--- config.mk ---
export PLATFORM = sky130hd
export DESIGN_NAME = hpa_lock_ctrl
export DESIGN_NICKNAME = d
export VERILOG_FILES = /design/src/rtl/hpa_lock_ctrl.sv
export SDC_FILE = /design/constraint.sdc
export NUM_CORES = 1
export LEC_CHECK = 0
export ABC_AREA = 1
export BUFFER_PORTS_ARGS = -buffer_cell sky130_fd_sc_hd__clkbuf_2
export CORE_MARGIN = 2
export CORE_UTILIZATION = 37
export DETAILED_ROUTE_END_ITERATION = 10
export HOLD_SLACK_MARGIN = 0.05
export PLACE_DENSITY_LB_ADDON = 0.3
export SLEW_MARGIN = 25
export SYNTH_ARGS = -nofsm -noshare
export SYNTH_HDL_FRONTEND = slang
export SYNTH_SLANG_ARGS = --single-unit
export TNS_END_PERCENT = 5
--- constraint.sdc ---
create_clock -name clk -period 6.72 [get_ports clk]
set_input_delay 1.68 -clock clk [delete_from_list [all_inputs] [get_ports clk]]
set_output_delay 1.68 -clock clk [all_outputs]
set_load 0.01 [all_outputs]
--- src/rtl/hpa_lock_ctrl.sv ---
module hpa_lock_ctrl #(
  parameter int LBA_W = 48,
  parameter int PW_BYTES = 32,
  parameter int TRIES = 5,
  parameter logic [63:0] NATIVE_MAX = 64'h0000_0000_000F_FFFF,
  localparam int PW_W = PW_BYTES * 8,
  localparam int CNT_W = $clog2(TRIES + 1)
) (
  input  logic             clk,
  input  logic             por_n,
  input  logic             hard_rst,
  input  logic [LBA_W-1:0] boot_max,
  input  logic             offset_mode,
  input  logic             cmd_valid,
  input  logic             cmd_sub,
  input  logic             cmd_ext,
  input  logic [7:0]       features,
  input  logic             opt_keep,
  input  logic [LBA_W-1:0] new_max,
  input  logic [PW_W-1:0]  pw_in,
  output logic             rsp_done,
  output logic             rsp_abort,
  output logic [LBA_W-1:0] max_lba,
  output logic [LBA_W-1:0] persist_max,
  output logic [LBA_W-1:0] native_max,
  output logic             locked,
  output logic             frozen,
  output logic [CNT_W-1:0] tries_left
);
  localparam logic [LBA_W-1:0] NAT = NATIVE_MAX[LBA_W-1:0];
  localparam logic [CNT_W-1:0] TRY_INIT = CNT_W'(TRIES);
  localparam logic [7:0] SUB_PW = 8'h01, SUB_LOCK = 8'h02, SUB_OPEN = 8'h03, SUB_FREEZE = 8'h04;

  logic [PW_W-1:0] pw_q;
  logic            area_set, area_ext;
  logic            reject;

  wire pw_match = (pw_in == pw_q);
  wire is_open  = cmd_sub && (features == SUB_OPEN);
  wire take     = cmd_valid && !hard_rst;

  assign native_max = NAT;

  always_comb begin
    reject = 1'b0;
    if (frozen) reject = 1'b1;
    else if (cmd_sub) begin
      case (features)
        SUB_PW:     reject = locked;
        SUB_LOCK:   reject = 1'b0;
        SUB_OPEN:   reject = (tries_left == '0) || !pw_match;
        SUB_FREEZE: reject = 1'b0;
        default:    reject = 1'b1;
      endcase
    end else begin
      reject = locked || (new_max > NAT) || (opt_keep && offset_mode)
               || (area_set && (area_ext != cmd_ext));
    end
  end

  always_ff @(posedge clk) begin
    if (!por_n) begin
      pw_q        <= '0;
      locked      <= 1'b0;
      frozen      <= 1'b0;
      tries_left  <= TRY_INIT;
      area_set    <= 1'b0;
      area_ext    <= 1'b0;
      max_lba     <= boot_max;
      persist_max <= boot_max;
      rsp_done    <= 1'b0;
      rsp_abort   <= 1'b0;
    end else if (hard_rst) begin
      max_lba   <= persist_max;
      rsp_done  <= 1'b0;
      rsp_abort <= 1'b0;
    end else begin
      rsp_done  <= cmd_valid;
      rsp_abort <= cmd_valid && reject;
      if (cmd_valid && is_open && !frozen && tries_left != '0 && !pw_match)
        tries_left <= tries_left - 1'b1;
      if (cmd_valid && !reject) begin
        if (cmd_sub) begin
          case (features)
            SUB_PW:     pw_q   <= pw_in;
            SUB_LOCK:   locked <= 1'b1;
            SUB_OPEN:   locked <= 1'b0;
            SUB_FREEZE: frozen <= 1'b1;
            default:    ;
          endcase
        end else begin
          max_lba  <= new_max;
          area_set <= 1'b1;
          area_ext <= cmd_ext;
          if (opt_keep) persist_max <= new_max;
        end
      end
    end
  end


  abort_needs_done_chk: assert property (@(posedge clk) disable iff (!por_n)
    rsp_abort |-> rsp_done);


  done_follows_req_chk: assert property (@(posedge clk) disable iff (!por_n)
    take |=> rsp_done);


  locked_cap_refused_chk: assert property (@(posedge clk) disable iff (!por_n)
    (take && !cmd_sub && locked) |=> (rsp_abort && $stable(max_lba)));


  tries_never_rise_chk: assert property (@(posedge clk) disable iff (!por_n)
    (tries_left <= TRY_INIT) |=> (tries_left <= $past(tries_left)));


  freeze_sticky_chk: assert property (@(posedge clk) disable iff (!por_n)
    frozen |=> frozen);


  frozen_refuses_chk: assert property (@(posedge clk) disable iff (!por_n)
    (frozen && take) |=> rsp_abort);


  hard_rst_keeps_chk: assert property (@(posedge clk) disable iff (!por_n)
    hard_rst |=> ($stable(locked) && $stable(frozen) && $stable(tries_left) && !rsp_done));
endmodule

==> impl_table.tex, run 1 <==
\begin{tabular}{lr}
\hline
Metric & Value \\
\hline
\multicolumn{2}{l}{\textbf{Synth}} \\
Area share of xor/xnor cells in the synthesized design & 0.0631 \\
FF+latch count, synth & 361 \\
Synth top area cells & dfxtp\_1 27\%, nand2\_1 20\%, edfxtp\_1 15\%, nor2\_1 14\%, inv\_1 8.4\% \\
Synthesized cell area & 19,400 um\^{}2 \\
Synth area leader & dfxtp\_1 \\
Portion of netlist area occupied by mux cells & 0 \\
Number of distinct library cells after synthesis & 26 \\
Most common flop cell mapped by yosys & dfxtp\_1 \\
Share of the yosys chip area belonging to registers & 0.422 \\
Post-Syn Instances & 2,991 \\
Yosys top cell area share & 0.273 \\
Complex-gate fraction of the synthesized area & 0.0349 \\
Count of yosys warnings during synthesis & 0 \\
Main combinational cell family by area after synthesis & simple AND/OR/NAND/NOR gates \\
Post-synthesis simple-gate area fraction & 0.350 \\
Post-synth EDFFs & 96 \\
Mean Syn Cell Area & 6.49 um\^{}2 \\
Post-Synth Adder-Cell Area & 0.00129 \\
Share of flip-flops with an asynchronous set or reset & 0 \\
\multicolumn{2}{l}{\textbf{Routing}} \\
Post-detailed-route via-to-cell ratio & 4.25 \\
Total iterations of the first detailed-routing run & 5 \\
Final ANT Viol Nets & 0 \\
Final wirelength & 51.5 mm \\
Vias after detailed routing & 17,600 \\
DR WL/cell & 12.5 um \\
First DRT Iteration DRCs & 893 \\
DRC Markers & 0 \\
\multicolumn{2}{l}{\textbf{Timing}} \\
Endpoints failing hold & 0 \\
Final critical-path share of the clock period & 0.640 \\
Setup-violating endpoint count in the final report & 0 \\
Worst Skew & 19.5 ps \\
Time the worst path needs with I/O delays and setup & 4300 ps \\
Headroom to the max-slew limit & 0.152 \\
Maximum achievable frequency & 233 MHz \\
Slew @ Worst Pin & 1270 ps \\
Number of max-slew violations in the final report & 0 \\
Setup TNS after final layout & 0 ps \\
Fin Hold WS & 457 ps \\
RSZ-0062 raised after global routing & false \\
\multicolumn{2}{l}{\textbf{Setup path}} \\
R2r worst-path depth & 19 \\
Startpoint of the lowest-slack register-to-register path & pw\_q[125]\$\_SDFFE\_PN0P\_ \\
FF-to-FF End & pw\_q[75]\$\_SDFFE\_PN0P\_ \\
Worst-path fanout max & 50 \\
Arrival time of the worst setup path & 4790 ps \\
Critical path endpoint category & flop \\
Worst Setup SP & pw\_in[125] \\
Register-to-register setup slack & 3310 ps \\
End point of the critical path & pw\_q[75]\$\_SDFFE\_PN0P\_ \\
Endpoint required time on the critical path & 7220 ps \\
Worst setup SP type & primary input \\
Category of the critical setup timing path & primary input to flop \\
\multicolumn{2}{l}{\textbf{Clock tree}} \\
Cts-stage hold buffer count & 0 \\
CTS tree & built \\
Setup fix buffers added after clock tree synthesis & 0 \\
Number of buffers on the longest clock path & 3 \\
\# clock sinks & 361 \\
Count of instances resized after the clock tree is built & 0 \\
H-Tree Level Count & 2 \\
Root cell of the clock tree & clkbuf\_16 \\
Clk Latency, worst-skew pair & 570 ps \\
Clock slew at the register clock pins of the worst setup and hold paths & 60 ps \\
Number of clock buffers inserted by TritonCTS & 44 \\
\multicolumn{2}{l}{\textbf{Floorplan}} \\
Core outline area & 51,600 um\^{}2 \\
Number of rows in the core area & 83 \\
Die area & 54,300 um\^{}2 \\
Starting utilization of the core area & 0.376 \\
Die H & 233 um \\
Boundary pin count & 519 \\
Die span in x & 233 um \\
\multicolumn{2}{l}{\textbf{Cells and area}} \\
Fraction of layout cells with a size suffix above 1 & 0.163 \\
Number of inserted filler cells in the final layout & 5,390 \\
Most common cell after layout, fill and taps aside & nand2\_1 \\
Commonest cells after routing, fill and taps aside & 1,009 x nand2\_1, 701 x nor2\_1, 469 x clkbuf\_2 \\
Final nets & 3,781 \\
Growth of design area from synthesis to finish & 21.5\% \\
\multicolumn{2}{l}{\textbf{Pwr}} \\
Pwr/cell area & 219 nW/um\^{}2 \\
Maximum VDD drop & 0.177 mV \\
P\_leak & 13.4 nW \\
\multicolumn{2}{l}{\textbf{Place}} \\
Post-DP HPWL & 37.6 mm \\
Routability congestion estimate from global placement & 0.856 \\
Number of I/O port buffers & 470 \\
\multicolumn{2}{l}{\textbf{GRT}} \\
Largest net degree at the start of global routing & 199 \\
Vias in the first global route & 15,900 \\
GRT Resource Usage Total & 0.183 \\
Number of antenna violations at the first check in global routing & 7 \\
Global-route wire length before repair & 80.1 mm \\
Global route overflow & 0 \\
\multicolumn{2}{l}{\textbf{Job}} \\
Number of maximum-capacitance violations & 0 \\
\multicolumn{2}{l}{\textbf{Status}} \\
Run status & finished clean \\
\multicolumn{2}{l}{\textbf{Min path}} \\
Type of the tightest min-delay check & flop to flop \\
\hline
\end{tabular}
cell usage after synthesis, types with 2 or more instances:
cell and instances:
nand2_1 1010, inv_1 437, nand3_1 54, conb_1 2, xor2_1 140, nor3_1 2, ha_1 2, buf_6 3
o21ai_0 53, a21oi_1 7, edfxtp_1 96, buf_2 47, buf_4 49, buf_1 2, o211ai_1 47, dfxtp_1 265
nand4_1 6, nor2_1 701, nor4_1 3, clkbuf_1 59
cell type report:
cell class	count	area, um^2	area share
multi-input cells	2078	8910	0.378
flip-flops and latches	361	8190	0.347
repair buffers	488	2530	0.107
inverters	438	1640	0.0697
clock buffers	62	1270	0.0538
well taps	680	851	0.0361
clock inverters	18	171	0.00727
diodes	8	20.0	0.000849
routing by layer:
layer,GRT usage,part of all wire
met2,0.312,0.47
met4,0.0619,0.025
met1,0.220,0.42
met3,0.0540,0.078
met5,0,0
worst max-delay path: stages:
cell,delay (ps)
clkbuf_2,110
inv_1,40
nand2_1,40
nand2_1,50
nor2_1,110
nand2_1,60
nor2_1,140
nand2_1,60
nor2_1,200
nand2_1,120
nor2_1,260
nand3_1,110
nand2_1,70
nand2_1,60
nand2_1,130
nand4_4,660
buf_4,560
nand2_1,110
nand2_1,50
nor2_1,110
report_power, final:
| part | internal, W | switching, W | total, W |
|---|---|---|---|
| Clock | 0.00140 | 0.000977 | 0.00238 |
| Combinational | 0.000187 | 0.000293 | 0.000480 |
| Sequential | 0.00230 | 0.0000234 | 0.00232 |
logic make-up (layout without fill, tap and decap cells):
kind of cell / count (synthesis) / in the layout
other: 2 / 56
flip-flops: 361 / 361
buffers and inverters: 598 / 1006
AND/OR/NAND/NOR: 1778 / 1778
XOR/XNOR: 140 / 140
AO/OA/AOI/OAI: 110 / 110
adder cells (fa/ha/maj): 2 / 2
registers in the layout, summed over array words and instances, names as in the netlist:
signal       flops
pw_q           256
max_lba         48
persist_max     48
tries_left       3
area_ext         1
area_set         1
frozen           1
locked           1
rsp_abort        1
rsp_done         1
worst min path at each step:
stage                          startpoint               endpoint  slack [ps]  depth (start not counted)
floorplan           area_set$_SDFFE_PN0P_  area_set$_SDFFE_PN0P_         440                          2
global placement    area_set$_SDFFE_PN0P_  area_set$_SDFFE_PN0P_         460                          2
detailed placement  area_set$_SDFFE_PN0P_  area_set$_SDFFE_PN0P_         460                          2
CTS                 area_set$_SDFFE_PN0P_  area_set$_SDFFE_PN0P_         460                          2
global route        area_set$_SDFFE_PN0P_  area_set$_SDFFE_PN0P_         510                          2
finish              area_set$_SDFFE_PN0P_  area_set$_SDFFE_PN0P_         460                          2
stage by stage:
stage	cell area (um^2)	total power, W	instances	utilization	setup WS (ps)
3_5_place_dp	22100	0.00285	4045	0.429	1640
2_1_floorplan	19600	0.00261	3037	-	1260
6_report	23600	0.00518	4133	0.457	2420
4_1_cts	23600	0.00525	4125	0.457	2240
3_3_place_gp	22100	0.00285	4045	0.429	1740
5_1_grt	23600	0.00539	4131	0.457	1950
Note: power is estimated with default switching activity, not from simulation.
==> run 2: changes to the inputs <==
--- a/config.mk
+++ b/config.mk
@@ -5,7 +5,7 @@
 export SDC_FILE = /design/constraint.sdc
 export NUM_CORES = 1
 export LEC_CHECK = 0
-export ABC_AREA = 1
+export ABC_AREA = 0
 export BUFFER_PORTS_ARGS = -buffer_cell sky130_fd_sc_hd__clkbuf_2
 export CORE_MARGIN = 2
 export CORE_UTILIZATION = 37
==> constraint.sdc (replaced) <==
create_clock -name clk -period 4.3 [get_ports clk]
set_input_delay 1.075 -clock clk [delete_from_list [all_inputs] [get_ports clk]]
set_output_delay 1.075 -clock clk [all_outputs]
set_load 0.01 [all_outputs]
==> impl_table.tex, run 2 <==
\begin{tabular}{lr}
\hline
Metric & Value \\
\hline
\multicolumn{2}{l}{\textbf{GRT}} \\
GRT Resource Usage Total & 0.200 (was 0.183) \\
Global Route met2 Usage & 0.349 (was 0.312) \\
Number of antenna violations at the first check in global routing & 32 (was 7) \\
Global-route layer with the greatest usage & met2 (unchanged) \\
Global route overflow & 0 (unchanged) \\
Global-route wire length before repair & 77.7 mm (was 80.1 mm) \\
Global-route track usage on met1 & 0.223 (was 0.220) \\
Met3 track demand over resource & 0.0696 (was 0.0540) \\
Largest net degree at the start of global routing & 202 (was 199) \\
Vias in the first global route & 13,800 (was 15,900) \\
\multicolumn{2}{l}{\textbf{Pwr}} \\
Maximum VDD drop & 0.318 mV (was 0.177 mV) \\
P\_leak & 9.86 nW (was 13.4 nW) \\
Overall power consumption & 0.00793 W (was 0.00518 W) \\
Pwr/cell area & 351 nW/um\^{}2 (was 219 nW/um\^{}2) \\
\multicolumn{2}{l}{\textbf{Synth}} \\
Synth area leader & dfxtp\_1 (unchanged) \\
Commonest cells in the synthesized netlist & 521 x nand2\_1, 305 x mux2i\_1, 265 x dfxtp\_1, 257 x xor2\_1, 96 x edfxtp\_1 (was 1,010 x nand2\_1, 701 x nor2\_1, 437 x inv\_1, 265 x dfxtp\_1, 140 x xor2\_1) \\
Synthesized cell area & 18,300 um\^{}2 (was 19,400 um\^{}2) \\
Post-Syn Instances & 1,893 (was 2,991) \\
Portion of netlist area occupied by mux cells & 0.196 (was 0) \\
Post-synth EDFFs & 96 (unchanged) \\
Mean Syn Cell Area & 9.69 um\^{}2 (was 6.49 um\^{}2) \\
Count leader, synth & nand2\_1 (unchanged) \\
Area share of xor/xnor cells in the synthesized design & 0.123 (was 0.0631) \\
Post-Synth Adder-Cell Area & 0.00136 (was 0.00129) \\
Main combinational cell family by area after synthesis & multiplexers (was simple AND/OR/NAND/NOR gates) \\
Share of flip-flops with an asynchronous set or reset & 0 (unchanged) \\
Synth top area cells & dfxtp\_1 29\%, mux2i\_1 17\%, edfxtp\_1 16\%, xor2\_1 12\%, nand2\_1 11\% (was dfxtp\_1 27\%, nand2\_1 20\%, edfxtp\_1 15\%, nor2\_1 14\%, inv\_1 8.4\%) \\
Most common flop cell mapped by yosys & dfxtp\_1 (unchanged) \\
Count of yosys warnings during synthesis & 0 (unchanged) \\
Post-synthesis simple-gate area fraction & 0.159 (was 0.350) \\
Share of the yosys chip area belonging to registers & 0.447 (was 0.422) \\
Number of distinct library cells after synthesis & 37 (was 26) \\
FF+latch count, synth & 361 (unchanged) \\
Yosys top cell area share & 0.289 (was 0.273) \\
Complex-gate fraction of the synthesized area & 0.0190 (was 0.0349) \\
\multicolumn{2}{l}{\textbf{Floorplan}} \\
Die area & 51,300 um\^{}2 (was 54,300 um\^{}2) \\
Die H & 227 um (was 233 um) \\
Starting utilization of the core area & 0.375 (was 0.376) \\
Boundary pin count & 519 (unchanged) \\
Number of rows in the core area & 81 (was 83) \\
Die span in x & 227 um (was 233 um) \\
Core outline area & 49,000 um\^{}2 (was 51,600 um\^{}2) \\
\multicolumn{2}{l}{\textbf{Clock tree}} \\
\# clock sinks & 361 (unchanged) \\
CTS tree & built (unchanged) \\
Clock slew at the register clock pins of the worst setup and hold paths & 60 ps (about the same) \\
Root cell of the clock tree & clkbuf\_16 (unchanged) \\
Number of clock buffers inserted by TritonCTS & 42 (was 44) \\
Cts-stage hold buffer count & 0 (unchanged) \\
Setup fix buffers added after clock tree synthesis & 0 (unchanged) \\
Count of instances resized after the clock tree is built & 0 (unchanged) \\
Clk Latency, worst-skew pair & 570 ps (about the same) \\
H-Tree Level Count & 2 (unchanged) \\
Number of buffers on the longest clock path & 3 (unchanged) \\
\multicolumn{2}{l}{\textbf{Timing}} \\
Maximum achievable frequency & 299 MHz \\
RSZ-0062 raised after global routing & false (unchanged) \\
Worst Skew & 27.6 ps (was 19.5 ps) \\
Endpoints failing hold & 0 (unchanged) \\
Final critical-path share of the clock period & 0.778 \\
Setup TNS after final layout & 0 ps (unchanged) \\
Time the worst path needs with I/O delays and setup & 3340 ps \\
Slew @ Worst Pin & 927 ps (was 1270 ps) \\
Number of max-slew violations in the final report & 0 (unchanged) \\
Headroom to the max-slew limit & 0.382 (was 0.152) \\
Setup-violating endpoint count in the final report & 0 (unchanged) \\
\multicolumn{2}{l}{\textbf{Cells and area}} \\
Final nets & 2,711 (was 3,781) \\
Largest registers in the final layout & pw\_q x256, max\_lba x48, persist\_max x48 (unchanged) \\
Most common cell after layout, fill and taps aside & nand2\_1 (unchanged) \\
Commonest cells after routing, fill and taps aside & 521 x nand2\_1, 470 x clkbuf\_2, 305 x mux2i\_1 (was 1,009 x nand2\_1, 701 x nor2\_1, 469 x clkbuf\_2) \\
Growth of design area from synthesis to finish & 23.4\% (was 21.5\%) \\
Non-Filler Cell Area, Final & 22,600 um\^{}2 (was 23,600 um\^{}2) \\
Biggest register & pw\_q (unchanged) \\
Number of flip-flops in the largest register & 256 (unchanged) \\
Fraction of layout cells with a size suffix above 1 & 0.268 (was 0.163) \\
\multicolumn{2}{l}{\textbf{Setup path}} \\
Cell-by-cell trace of the critical path & clkbuf\_2, xor2\_1, nor4\_1, buf\_4, nand4\_1, nor4\_2, buf\_4, nand4\_2, o21ai\_4, buf\_12, buf\_12, mux2i\_1 (was clkbuf\_2, inv\_1, nand2\_1, nand2\_1, nor2\_1, nand2\_1, nor2\_1, nand2\_1, nor2\_1, nand2\_1, nor2\_1, nand3\_1, nand2\_1, nand2\_1, nand2\_1, nand4\_4, buf\_4, nand2\_1, nand2\_1, nor2\_1) \\
Category of the critical setup timing path & primary input to flop (unchanged) \\
Worst-path fanout max & 18 (was 50) \\
Critical path endpoint category & flop (unchanged) \\
Max stage delay cell, worst path & nor4\_1 (was nand4\_4) \\
Worst setup SP type & primary input (unchanged) \\
Delay of the slowest cell on the worst path & 550 ps (was 660 ps) \\
Arrival time of the worst setup path & 3810 ps (was 4790 ps) \\
Endpoint required time on the critical path & 4770 ps (was 7220 ps) \\
Register-to-register setup slack & 1270 ps (was 3310 ps) \\
\multicolumn{2}{l}{\textbf{Routing}} \\
Total iterations of the first detailed-routing run & 5 (unchanged) \\
First DRT Iteration DRCs & 613 (was 893) \\
DR WL/cell & 17.6 um (was 12.5 um) \\
DRC Markers & 0 (unchanged) \\
Final wirelength & 53.7 mm (was 51.5 mm) \\
Final ANT Viol Nets & 0 (unchanged) \\
Vias after detailed routing & 14,400 (was 17,600) \\
Post-detailed-route via-to-cell ratio & 4.73 (was 4.25) \\
\multicolumn{2}{l}{\textbf{Status}} \\
Run status & finished clean (unchanged) \\
\multicolumn{2}{l}{\textbf{Place}} \\
Number of I/O port buffers & 470 (unchanged) \\
Post-DP HPWL & 42.2 mm (was 37.6 mm) \\
Placement-stage cell area & 21,300 um\^{}2 (was 22,100 um\^{}2) \\
Routability congestion estimate from global placement & 0.800 (was 0.856) \\
\multicolumn{2}{l}{\textbf{Job}} \\
Number of maximum-capacitance violations & 0 (unchanged) \\
\multicolumn{2}{l}{\textbf{Min path}} \\
Type of the tightest min-delay check & flop to flop (unchanged) \\
\hline
\end{tabular}
## run 2: cell count changes in the layout (fill, tap and decap cells not counted), moves of 49 or more
cell / before / now
inv_1: 436 / 7
mux2i_1: 0 / 305
nand2_1: 1009 / 521
nand3_1: 54 / 5
nor2_1: 701 / 51
nor4_1: 3 / 71
xor2_1: 140 / 257
## run 2: critical path, delay by kind of cell
family | cells | cell delay (ps)
xor+xnor | 1 | 180
compound gates | 1 | 250
buf+inv | 5 | 990
mux | 1 | 210
simple gates | 4 | 1080
## run 2: cells by family after synthesis
logic type / count (synthesis)
AO/OA/AOI/OAI: 64
buffers and inverters: 163
AND/OR/NAND/NOR: 691
multiplexers: 353
other: 2
flip-flops: 361
adder cells (fa/ha/maj): 2
XOR/XNOR: 257
## run 2: path summary, 6_finish.rpt
path | start | to | cells after the start
max reg2reg | pw_q[245]$_SDFFE_PN0P_ | pw_q[200]$_SDFFE_PN0P_ | 11
max | pw_in[158] | pw_q[200]$_SDFFE_PN0P_ | 12
min | area_set$_SDFFE_PN0P_ | area_set$_SDFFE_PN0P_ | 2
min reg2reg | area_set$_SDFFE_PN0P_ | area_set$_SDFFE_PN0P_ | 2
## run 2: layout make-up
class                   instances  area, um^2
inverters                       7        26.3
clock inverters                12        92.6
repair buffers                514        2880
fillers                      4736       26300
clock buffers                  60        1240
well taps                     664         831
multi-input cells            1415        9340
diodes                         12        30.0
flip-flops and latches        361        8190
## run 2: metal layers
metal | share of wire | routed length (um) | vias up
met2 | 0.50 | 26800 | 434
met4 | 0.025 | 1330 | 30
met1 | 0.39 | 20900 | 6656
met5 | 0.0035 | 190 | -
met3 | 0.083 | 4460 | 105
li1 | - | - | 7186
## run 2: per-stage QoR
step | cells | setup WS, ps | util | hold slack, ps
2_1_floorplan | 1939 | 305 | - | 436
3_3_place_gp | 2961 | 340 | 0.434 | 444
3_5_place_dp | 2961 | 318 | 0.434 | 449
4_1_cts | 3033 | 920 | 0.462 | 458
5_1_grt | 3041 | 811 | 0.462 | 479
6_report | 3045 | 956 | 0.462 | 457
## run 2: where the power goes
group / switching [W] / internal [W] / total (W) / leakage [nW]
Sequential: 0.0000390 / 0.00360 / 0.00364 / 3.08
Combinational: 0.000480 / 0.000348 / 0.000828 / 6.11
Clock: 0.00145 / 0.00202 / 0.00347 / 0.670
==> run 3: changes to the inputs <==
==> constraint.sdc (replaced) <==
create_clock -name clk -period 2.7 [get_ports clk]
set_input_delay 0.675 -clock clk [delete_from_list [all_inputs] [get_ports clk]]
set_output_delay 0.675 -clock clk [all_outputs]
set_load 0.01 [all_outputs]
==> impl_table.tex, run 3 (same netlist as run 2, synthesis figures left out) <==
\begin{tabular}{lr}
\hline
Metric & Value \\
\hline
\multicolumn{2}{l}{\textbf{Status}} \\
Violated checks & negative setup slack \\
Run status & complete, but fails checks (was finished clean) \\
\multicolumn{2}{l}{\textbf{Setup path}} \\
CP bufs+invs & 2 (was 5) \\
Cell-by-cell trace of the critical path & xor2\_1, nor4\_1, nand4\_1, nor4\_2, nand4\_2, o21ai\_4, buf\_12, buf\_12, mux2i\_2 (was clkbuf\_2, xor2\_1, nor4\_1, buf\_4, nand4\_1, nor4\_2, buf\_4, nand4\_2, o21ai\_4, buf\_12, buf\_12, mux2i\_1) \\
Worst setup SP type & flop (was primary input) \\
Worst Setup SP & pw\_q[220]\$\_SDFFE\_PN0P\_ (was pw\_in[158]) \\
Largest delay contributor family on the critical path & simple AND/OR/NAND/NOR gates (unchanged) \\
Endpoint required time on the critical path & 3190 ps (was 4770 ps) \\
Critical path endpoint category & flop (unchanged) \\
Register-to-register setup slack & -80 ps (was 1270 ps) \\
Cell count along the critical path & 9 (was 12) \\
Arrival time of the worst setup path & 3270 ps (was 3810 ps) \\
Most Frequent Cell on Critical Path & buf\_12 \\
Worst-path fanout max & 19 (was 18) \\
Startpoint of the lowest-slack register-to-register path & pw\_q[220]\$\_SDFFE\_PN0P\_ (was pw\_q[245]\$\_SDFFE\_PN0P\_) \\
End point of the critical path & pw\_q[169]\$\_SDFFE\_PN0P\_ (was pw\_q[200]\$\_SDFFE\_PN0P\_) \\
Delay of the slowest cell on the worst path & 480 ps (was 550 ps) \\
Max stage delay cell, worst path & nor4\_1 (unchanged) \\
R2r worst-path depth & 9 (was 11) \\
FF-to-FF End & pw\_q[169]\$\_SDFFE\_PN0P\_ (was pw\_q[200]\$\_SDFFE\_PN0P\_) \\
Category of the critical setup timing path & flop to flop (was primary input to flop) \\
\multicolumn{2}{l}{\textbf{Pwr}} \\
Reg power frac & 0.445 (was 0.458) \\
Sw Ratio & 0.249 (was 0.248) \\
Share of total power in the clock network & 0.446 (was 0.437) \\
Combinational cell fraction of total power & 0.109 (was 0.104) \\
Maximum VDD drop & 0.355 mV (was 0.318 mV) \\
P\_sw & 0.00324 W (was 0.00197 W) \\
P\_leak & 10.3 nW (was 9.86 nW) \\
Internal power contribution & 0.00978 W (was 0.00596 W) \\
Pwr/cell area & 553 nW/um\^{}2 (was 351 nW/um\^{}2) \\
Overall power consumption & 0.0130 W (was 0.00793 W) \\
\multicolumn{2}{l}{\textbf{Routing}} \\
Vias after detailed routing & 14,800 (was 14,400) \\
First DRT Iteration DRCs & 629 (was 613) \\
DR WL/cell & 18.0 um (was 17.6 um) \\
Final wirelength & 56.0 mm (was 53.7 mm) \\
Post-detailed-route via-to-cell ratio & 4.74 (was 4.73) \\
DRC Markers & 0 (unchanged) \\
Total iterations of the first detailed-routing run & 5 (unchanged) \\
Final ANT Viol Nets & 0 (unchanged) \\
\multicolumn{2}{l}{\textbf{Floorplan}} \\
Die area & 51,300 um\^{}2 (unchanged) \\
Number of rows in the core area & 81 (unchanged) \\
Die H & 227 um (unchanged) \\
Starting utilization of the core area & 0.375 (unchanged) \\
Core outline area & 49,000 um\^{}2 (unchanged) \\
Die span in x & 227 um (unchanged) \\
Boundary pin count & 519 (unchanged) \\
\multicolumn{2}{l}{\textbf{GRT}} \\
Global-route wire length before repair & 82.6 mm (was 77.7 mm) \\
Vias in the first global route & 14,700 (was 13,800) \\
Global route overflow & 0 (unchanged) \\
Number of antenna violations at the first check in global routing & 35 (was 32) \\
Largest net degree at the start of global routing & 61 (was 202) \\
GRT Resource Usage Total & 0.212 (was 0.200) \\
\multicolumn{2}{l}{\textbf{Cells and area}} \\
Biggest register & pw\_q (unchanged) \\
Non-Filler Cell Area, Final & 23,500 um\^{}2 (was 22,600 um\^{}2) \\
Commonest cells after routing, fill and taps aside & 520 x nand2\_1, 468 x clkbuf\_2, 304 x mux2i\_1 (was 521 x nand2\_1, 470 x clkbuf\_2, 305 x mux2i\_1) \\
Largest registers in the final layout & pw\_q x256, max\_lba x48, persist\_max x48 (unchanged) \\
Fraction of layout cells with a size suffix above 1 & 0.296 (was 0.268) \\
Most common cell after layout, fill and taps aside & nand2\_1 (unchanged) \\
Growth of design area from synthesis to finish & 28.3\% (was 23.4\%) \\
Number of flip-flops in the largest register & 256 (unchanged) \\
Final nets & 2,780 (was 2,711) \\
Fin cells & 3,119 (was 3,045) \\
\multicolumn{2}{l}{\textbf{Timing}} \\
Setup slack after layout & -77.8 ps (was 956 ps) \\
Slew @ Worst Pin & 900 ps (was 927 ps) \\
Endpoints failing hold & 0 (unchanged) \\
Setup-violating endpoint count in the final report & 150 (was 0) \\
Worst Skew & 23.0 ps (was 27.6 ps) \\
Headroom to the max-slew limit & 0.400 (was 0.382) \\
Fin Hold WS & 350 ps (was 457 ps) \\
Maximum achievable frequency & 360 MHz \\
Number of max-slew violations in the final report & 0 (unchanged) \\
Final critical-path share of the clock period & 1.03 \\
Time the worst path needs with I/O delays and setup & 2780 ps \\
RSZ-0062 raised after global routing & true (was false) \\
\multicolumn{2}{l}{\textbf{Clock tree}} \\
Number of buffers on the longest clock path & 3 (unchanged) \\
Clock slew at the register clock pins of the worst setup and hold paths & 60 ps (about the same) \\
H-Tree Level Count & 2 (unchanged) \\
Root cell of the clock tree & clkbuf\_16 (unchanged) \\
\# clock sinks & 361 (unchanged) \\
Number of clock buffers inserted by TritonCTS & 43 (was 42) \\
Clk Latency, worst-skew pair & 570 ps (about the same) \\
CTS tree & built (unchanged) \\
\multicolumn{2}{l}{\textbf{Place}} \\
Number of I/O port buffers & 470 (unchanged) \\
Placement-stage cell area & 21,900 um\^{}2 (was 21,300 um\^{}2) \\
Post-DP HPWL & 44.3 mm (was 42.2 mm) \\
Routability congestion estimate from global placement & 0.793 (was 0.800) \\
Number of cells after detailed placement & 3,025 (was 2,961) \\
\multicolumn{2}{l}{\textbf{Min path}} \\
Type of the tightest min-delay check & primary input to flop (was flop to flop) \\
\multicolumn{2}{l}{\textbf{Job}} \\
Number of maximum-capacitance violations & 0 (unchanged) \\
\hline
\end{tabular}
[run 3: metrics by stage]
step	util	worst slack, ps	setup TNS [ps]
after global routing	0.481	-255	-41630
final	0.481	-77.8	-3640
after floorplan	-	-334	-19440
after detailed placement	0.448	-867	-212570
after CTS	0.479	-125	-13960
after global placement	0.448	-767	-196100
[run 3: tightest hold or removal path, delay by kind of cell]
kind	cells	cell delay, ps
buf+inv	1	90
mux	1	50
simple gates	1	50
[run 3: final cells by class]
| type | instances | area, um^2 |
|---|---|---|
| antenna | 15 | 37.5 |
| clock buffer | 58 | 1210 |
| clock inverter | 17 | 183 |
| fill | 4565 | 25400 |
| inverter | 7 | 26.3 |
| multi-input combinational | 1415 | 9500 |
| sequential | 361 | 8190 |
| tap | 664 | 831 |
| timing repair buffer | 582 | 3550 |
[run 3: what timing repair did]
action,CTS,global route
hold buffers,0,0
resized for setup,16,7
endpoints found under the setup margin,259,252
buffers inserted,2,2
pin swaps,2,2
[run 3: routing by layer]
metal | track usage | vias to the layer above | wire [um]
met5 | 0 | - | 198
met4 | 0.106 | 30 | 2760
met3 | 0.0740 | 152 | 4520
met2 | 0.366 | 417 | 27300
met1 | 0.230 | 6866 | 21300
li1 | - | 7334 | -
[run 3: power groups by stage]
| stage | clock [W] | combinational, W | sequential [W] |
|---|---|---|---|
| floorplan | 0 | 0.000637 | 0.00597 |
| global placement | 0 | 0.00139 | 0.00590 |
| detailed placement | 0 | 0.00141 | 0.00591 |
| CTS | 0.00596 | 0.00143 | 0.00579 |
| global route | 0.00617 | 0.00157 | 0.00580 |
| finish | 0.00580 | 0.00142 | 0.00579 |
[run 3: worst min path at each step]
stage	cells after the start	end	from
after CTS	3	pw_q[150]$_SDFFE_PN0P_	pw_in[150]
after global placement	2	area_set$_SDFFE_PN0P_	area_set$_SDFFE_PN0P_
after floorplan	2	area_set$_SDFFE_PN0P_	area_set$_SDFFE_PN0P_
after detailed placement	2	pw_q[163]$_SDFFE_PN0P_	pw_q[163]$_SDFFE_PN0P_
final	3	pw_q[11]$_SDFFE_PN0P_	pw_in[11]
after global routing	3	pw_q[125]$_SDFFE_PN0P_	pw_in[125]
